**src/rtl/scc_pkg.sv**
```systemverilog
`timescale 1ns/1ps
package scc_pkg;
  localparam int CTL_LSB    = 4;
  localparam int OP_LSB     = 8;
  localparam int NOLOAD_BIT = 3;
  localparam int OP_W       = 3;
  localparam int OP_CODES   = 1 << OP_W;

  typedef enum logic [1:0] {
    CY_KEEP = 2'd0,
    CY_ZERO = 2'd1,
    CY_ONE  = 2'd2,
    CY_FLIP = 2'd3
  } cy_ctl_e;

  typedef struct packed {
    logic [OP_W-1:0] op;
    cy_ctl_e         ctl;
    logic            no_load;
  } instr_fields_t;
endpackage

```
**src/rtl/scc_rst_sync.sv**
```systemverilog
`timescale 1ns/1ps
module scc_rst_sync #(
  parameter int STAGES = 2
) (
  input  logic clk_i,
  input  logic rst_ni,
  output logic rst_q_no
);
  logic [STAGES-1:0] sync_q;
  logic [STAGES-1:0] sync_d;

  generate
    if (STAGES == 1) begin : g_one
      assign sync_d = 1'b1;
    end else begin : g_many
      assign sync_d = {sync_q[STAGES-2:0], 1'b1};
    end
  endgenerate

  always_ff @(posedge clk_i or negedge rst_ni) begin
    if (!rst_ni) sync_q <= '0;
    else         sync_q <= sync_d;
  end

  assign rst_q_no = sync_q[STAGES-1];
endmodule

```
**src/rtl/scc_decode.sv**
```systemverilog
`timescale 1ns/1ps
module scc_decode
  import scc_pkg::*;
#(
  parameter int IR_W = 16
) (
  input  logic [IR_W-1:0] instr_i,
  output instr_fields_t   fields_o
);
  always_comb begin
    fields_o.op      = instr_i[OP_LSB +: OP_W];
    fields_o.ctl     = cy_ctl_e'(instr_i[CTL_LSB +: 2]);
    fields_o.no_load = instr_i[NOLOAD_BIT];
  end
endmodule

```
**src/rtl/scc_carry_sel.sv**
```systemverilog
`timescale 1ns/1ps
module scc_carry_sel
  import scc_pkg::*;
#(
  parameter logic [OP_CODES-1:0] INV_MASK = 8'h7A
) (
  input  cy_ctl_e         ctl_i,
  input  logic [OP_W-1:0] op_i,
  input  logic            carry_i,
  input  logic            alu_cout_i,
  output logic            cin_o
);
  logic [OP_CODES-1:0] op_hit;
  logic                base;
  logic                flip;

  genvar gi;
  generate
    for (gi = 0; gi < OP_CODES; gi++) begin : g_op
      assign op_hit[gi] = INV_MASK[gi] && (op_i == OP_W'(gi));
    end
  endgenerate

  always_comb begin
    unique case (ctl_i)
      CY_KEEP: base = carry_i;
      CY_ZERO: base = 1'b0;
      CY_ONE:  base = 1'b1;
      default: base = ~carry_i;
    endcase
    flip  = (|op_hit) & alu_cout_i;
    cin_o = base ^ flip;
  end
endmodule

```
**src/rtl/shift_carry_ctrl.sv**
```systemverilog
`timescale 1ns/1ps
module shift_carry_ctrl
  import scc_pkg::*;
#(
  parameter int                  IR_W        = 16,
  parameter int                  SYNC_STAGES = 2,
  parameter logic [OP_CODES-1:0] INV_MASK    = 8'h7A
) (
  input  logic            clk_i,
  input  logic            rst_ni,
  input  logic [IR_W-1:0] instr_i,
  input  logic            store_strobe_i,
  input  logic            load_req_i,
  input  logic            alu_cout_i,
  output logic            shift_cin_o,
  output logic            reg_we_o,
  output logic            carry_nxt_o,
  output logic            carry_q_o
);
  logic          rst_q_n;
  instr_fields_t fields;
  logic          cin;
  logic          upd_en;
  logic          carry_d;
  logic          carry_q;

  scc_rst_sync #(.STAGES(SYNC_STAGES)) u_rst (
    .clk_i   (clk_i),
    .rst_ni  (rst_ni),
    .rst_q_no(rst_q_n)
  );

  scc_decode #(.IR_W(IR_W)) u_dec (
    .instr_i (instr_i),
    .fields_o(fields)
  );

  scc_carry_sel #(.INV_MASK(INV_MASK)) u_sel (
    .ctl_i     (fields.ctl),
    .op_i      (fields.op),
    .carry_i   (carry_q),
    .alu_cout_i(alu_cout_i),
    .cin_o     (cin)
  );

  always_comb begin
    upd_en   = store_strobe_i & ~fields.no_load;
    carry_d  = upd_en ? cin : carry_q;
    reg_we_o = store_strobe_i ? ~fields.no_load : load_req_i;
  end

  always_ff @(posedge clk_i or negedge rst_q_n) begin
    if (!rst_q_n)    carry_q <= 1'b0;
    else if (upd_en) carry_q <= carry_d;
  end

  assign shift_cin_o = cin;
  assign carry_nxt_o = carry_d;
  assign carry_q_o   = carry_q;
endmodule

```
**config.mk**
```make
export PLATFORM = sky130hd
export DESIGN_NAME = shift_carry_ctrl
export DESIGN_NICKNAME = d
export VERILOG_FILES = /design/src/rtl/scc_pkg.sv /design/src/rtl/scc_rst_sync.sv /design/src/rtl/scc_decode.sv /design/src/rtl/scc_carry_sel.sv /design/src/rtl/shift_carry_ctrl.sv
export SDC_FILE = /design/constraint.sdc
export NUM_CORES = 1
export LEC_CHECK = 0
export BUFFER_PORTS_ARGS = -buffer_cell sky130_fd_sc_hd__buf_2
export CAP_MARGIN = 40
export CORE_AREA = 2 2 39 41
export DETAILED_ROUTE_END_ITERATION = 7
export DIE_AREA = 0 0 41 43
export GPL_TIMING_DRIVEN = 0
export SLEW_MARGIN = 20
export SYNTH_ARGS = -nofsm -noshare
export SYNTH_HDL_FRONTEND = slang
export SYNTH_SLANG_ARGS = --single-unit
```
**constraint.sdc**
```tcl
create_clock -name clk_i -period 1.5 [get_ports clk_i]
set_input_delay 0.3 -clock clk_i [delete_from_list [all_inputs] [get_ports clk_i]]
set_output_delay 0.3 -clock clk_i [all_outputs]
set_load 0.03 [all_outputs]
```
# --- Word level (Yosys, flattened, before mapping) ---
# Cells that the tools add are included.
totals:
  register_bits: 3
  inputBits: 21
  word_cells: 19
classes:
  n_reduce_logical: 2
  n_mux: 3
  n_eq_ne: 7
  bitwise_logic: 5
ops:
  columns: ["operator", "n"]
  rows:
  - ["$eq A3 B3 Y1 const B", 3]
  - ["$reduce_or A5 Y1", 1]
  - ["$eq A3 B1 Y1 const B", 1]
  - ["$eq A3 B2 Y1 const B", 1]
  - ["$pmux W1 S3", 1]
  - ["$and A1 B1 Y1", 2]
  - ["$eq A2 B1 Y1 const B", 1]
  - ["$eq A2 B2 Y1 const B", 1]
  - ["$logic_not A2 Y1", 1]
  - ["$mux W1", 2]
  - ["$not A1 Y1", 2]
  - ["$xor A1 B1 Y1", 1]

# --- Logic depth before layout (Yosys ltp) ---
depth:
  ltp_word: 5
  depth_mapped: 4

# --- Modules after synthesis ---
# Synthesis repeated with hierarchy kept, for this count alone.
hier_totals:
  cells_unflattened: 20
  area_unflattened_um2: 210.2
by_module_without_submodules:
  columns: ["mod", "instances", "cells_each", "seq_area_each_um2", "area_per_inst_um2"]
  rows:
  - ["shift_carry_ctrl", 1, 6, 25.0, 77.6]
  - ["scc_rst_sync", 1, 3, 50.0, 53.8]
  - ["scc_decode", 1, 6, 0.0, 45.0]
  - ["scc_carry_sel", 1, 5, 0.0, 33.8]

# --- Worst setup path after synthesis ---
# Ideal clock, no wire load.
synth_timing:
  path_kind: "input-to-output"
  from: "in instr_i[10]"
  to: "out carry_nxt_o"
  setup_slack_ns: -0.039
  t_arrival_ns: 1.239
  n_path_buf: 0
  cell_stages: 4
  required_ns: 1.200
  cell_sequence: "o21ai_1 > a31oi_1 > or3_1 > a32o_1"
synth_via:
  elab_chain_cells: 5
  word_cells_on_any_way: 9
  cone_classes: "eq/ne: 5; mux: 1; bitwise: 2; reduce/logical: 1"
synth_rtl:
  columns: ["element", "line", "rtl"]
  rows:
  - ["start, declared", "shift_carry_ctrl.sv:11", "input logic [IR_W-1:0] instr_i,"]
  - ["$eq A3 B1 Y1, or another cell as far along", "scc_carry_sel.sv:20", "assign op_hit[gi] = INV_MASK[gi] && (op_i == OP_W'(gi));"]
  - ["$reduce_or A5 Y1 *", "scc_carry_sel.sv:31", "flip = (|op_hit) & alu_cout_i;"]
  - ["$and A1 B1 Y1 *", "scc_carry_sel.sv:31", null]
  - ["$xor A1 B1 Y1 *", "scc_carry_sel.sv:32", "cin_o = base ^ flip;"]
  - ["$mux W1 *", "shift_carry_ctrl.sv:48", "carry_d = upd_en ? cin : carry_q;"]
  - ["end, declared", "shift_carry_ctrl.sv:17", "output logic carry_nxt_o,"]
# Mark *: on every way between the ends. The rest lies on a longest branch, timed or not.

# --- Worst setup path in the final report ---
# Ends and elaborated chain as after synthesis.

==> flow_metrics.env <==
export IMPL_status="finished, violations left"
export IMPL_violations="setup timing"
export IMPL_drive_gt1_share_pct=60.5
export IMPL_diodes=0
export IMPL_cts_buffer_depth=2
export IMPL_cts_tree="built"
export IMPL_crit_slowest_cell="or3_4"
export IMPL_drt_pass1_iterations=2
export IMPL_grt_pass1_vias=239
export IMPL_antenna_found_initial=0
export IMPL_p_total_w=0.000450
export IMPL_crit_type="in2out"
export IMPL_synth_top_area_share_pct=43.2
export IMPL_num_rows=14
export IMPL_ioPinCount=25
export IMPL_initialDrtViolationCount=2
export IMPL_hold_class="reg2reg"
export IMPL_ys_seq_elements=3
export IMPL_finalHoldViolations=0
export IMPL_grt_pass1_wl_um=779
export IMPL_synth_area_um2=174
export IMPL_period_share_pct=113
export IMPL_synth_seq_area_share_pct=43.2
export IMPL_avgSynthCellArea_um2=9.15
export IMPL_synthDistinctLibCells=14
export IMPL_grt_overflow_total=0
export IMPL_die_w_um=41
export IMPL_fp_dieArea_um2=1760
export IMPL_synth_edf_count=0
export IMPL_fin_crit_ns=1.69
export IMPL_critPathRequiredTime_ns=1.20
export IMPL_yosys_area_top_type="dfrtp_1"
export IMPL_final_nets=65
export IMPL_cts_root_buf="clkbuf_4"
export IMPL_yosys_warnings=0
export IMPL_end_kind="output pin"
export IMPL_core_um2=1380
export IMPL_crit_fanout=2
export IMPL_drc=0
export IMPL_design_area_um2=409
export IMPL_start_util_pct=12.6
export IMPL_vias=230
export IMPL_via_per_inst=3.90
export IMPL_yosys_top_cells_count="dfrtp_1, a32o_1, inv_1, nor2_1"
export IMPL_wl_per_cell_um=9.53
export IMPL_die_y_um=43
export IMPL_async_flop_share_pct=100
export IMPL_numPortBuffers=14
export IMPL_rsz0062_at_grt="yes"
export IMPL_clk_insertion_delay_late_ns=0.23
export IMPL_synthFlopType="dfrtp_1"
export IMPL_slowest_delay_ns=0.38
export IMPL_numClockSinks=3
export IMPL_synth_fp_nets=40
export IMPL_synth_most_common_cell="dfrtp_1"
export IMPL_grt_total_usage_pct=6.84
export IMPL_worstSetupStartpointType="input port"
export IMPL_syn_to_final_growth_pct=135
export IMPL_crit_family="compound AO/OA/AOI/OAI gates"
export IMPL_ant_nets=0
export IMPL_place_congestion=0.527
export IMPL_cts_inserted_buffers=3
export IMPL_timing_max_cap_violations=0
export IMPL_htreeDepth=1
export IMPL_p_leak_nw=0.196
export IMPL_cp_arrival_ns=1.39
export IMPL_slew_viol_final=0
export IMPL_hold_slack_ns=0.348
export IMPL_cp_num_buf_inv=2
export IMPL_dp_final_hpwl_um=318
export IMPL_vdd_drop_max_v=0.000720
export IMPL_finClkSkew_ns=0.00206
export IMPL_grt_start_max_net_pins=6
export IMPL_drt_wl_total_um=562
export IMPL_syn_inst=19
export IMPL_yosys_top_cells_area="dfrtp_1, a32o_1, mux2i_1"
export IMPL_setup_slack_ns=-0.190
export IMPL_crit_chain="buf_8, o21ai_4, a31oi_4, or3_4, a32o_2, buf_6"
export IMPL_max_freq_mhz=592
export IMPL_clkTransAtPathRegs_ns=0.03
export IMPL_power_density_nw_per_um2=1100
export IMPL_setup_violations_final=2
export IMPL_place_area_um2=265
## sequential cells by signal, summed over array words and instances (netlist names)
signal,count
carry_q_o,1
u_rst.sync_q,2
## through the flow
step / setup WS (ns) / utilization, % / setup TNS (ns) / std cells
floorplan: -0.0339 / - / -0.0532 / 19
global placement: -0.260 / 19.2 / -0.260 / 49
detailed placement: -0.271 / 19.2 / -0.271 / 49
CTS: -0.202 / 27.8 / -0.202 / 58
global route: -0.228 / 29.6 / -0.297 / 59
finish: -0.190 / 29.6 / -0.192 / 59
## cell families (layout without fill, tap and decap cells)
group	after synthesis	after routing	share of synthesized area, %
AO/OA/AOI/OAI	5	5	20.9
XOR/XNOR	2	2	10.1
buffers and inverters	2	26	4.32
flip-flops	3	3	43.2
multiplexers	1	1	5.76
other	1	1	2.16
AND/OR/NAND/NOR	5	5	13.7
## power breakdown
part	switching [W]	internal [W]
logic	0.000108	0.0000969
clock network	0.0000376	0.0000994
registers	0.0000146	0.0000937
## cells in the final DEF (no fill, tap or decap), drive strengths merged
cell type | Yosys | final
nor2 | 2 | 2
a31oi | 1 | 1
buf | 0 | 18
dfrtp | 3 | 3
conb | 1 | 1
nand2 | 1 | 1
mux2i | 1 | 1
dlygate4sd3 | 0 | 2
or3 | 1 | 1
clkbuf | 0 | 4
o21ai | 2 | 2
xnor2 | 1 | 1
nand2b | 1 | 1
a32o | 2 | 2
inv | 2 | 2
xor2 | 1 | 1
## worst register-to-register path, cell delays in order, from the launching register on
cell and delay [ns]:
dfrtp_1 0.41, nor2_1 0.09, a32o_1 0.21
## path summary, 6_finish.rpt
check	start	endpoint	slack [ns]	cells after the start
worst max-delay path	instr_i[10]	carry_nxt_o	-0.19	6
worst min-delay path	u_rst.sync_q[0]	u_rst.sync_q[1]	0.35	0
worst max register to register	carry_q_o	carry_q_o	0.67	2
worst min register to register	u_rst.sync_q[0]	u_rst.sync_q[1]	0.35	0
max in group asynchronous	u_rst.sync_q[1]	carry_q_o	0.86	1
min in group asynchronous	rst_ni	u_rst.sync_q[1]	0.39	2
## per-layer routing
layer	wire (um)	up-vias	GRT usage (%)
met5	0	-	0
met4	0	0	2.00
met3	74	0	6.28
met2	307	11	12.5
met1	179	105	4.21
li1	-	114	-
## timing repair
item,CTS,global route
pin swaps,3,4
hold buffers,2,0
endpoints found under the hold margin,3,0
gates resized for setup,12,3
endpoints found under the setup margin,2,2
buffers inserted,3,1
## final cells by class
type / instances / area, um2
fill: 144 / 975
timing repair buffer: 20 / 149
multi-input combinational: 14 / 131
sequential: 3 / 75.1
clock buffer: 4 / 26.3
tap: 16 / 20.0
inverter: 2 / 7.51
Note: power is estimated with default switching activity, not from simulation.
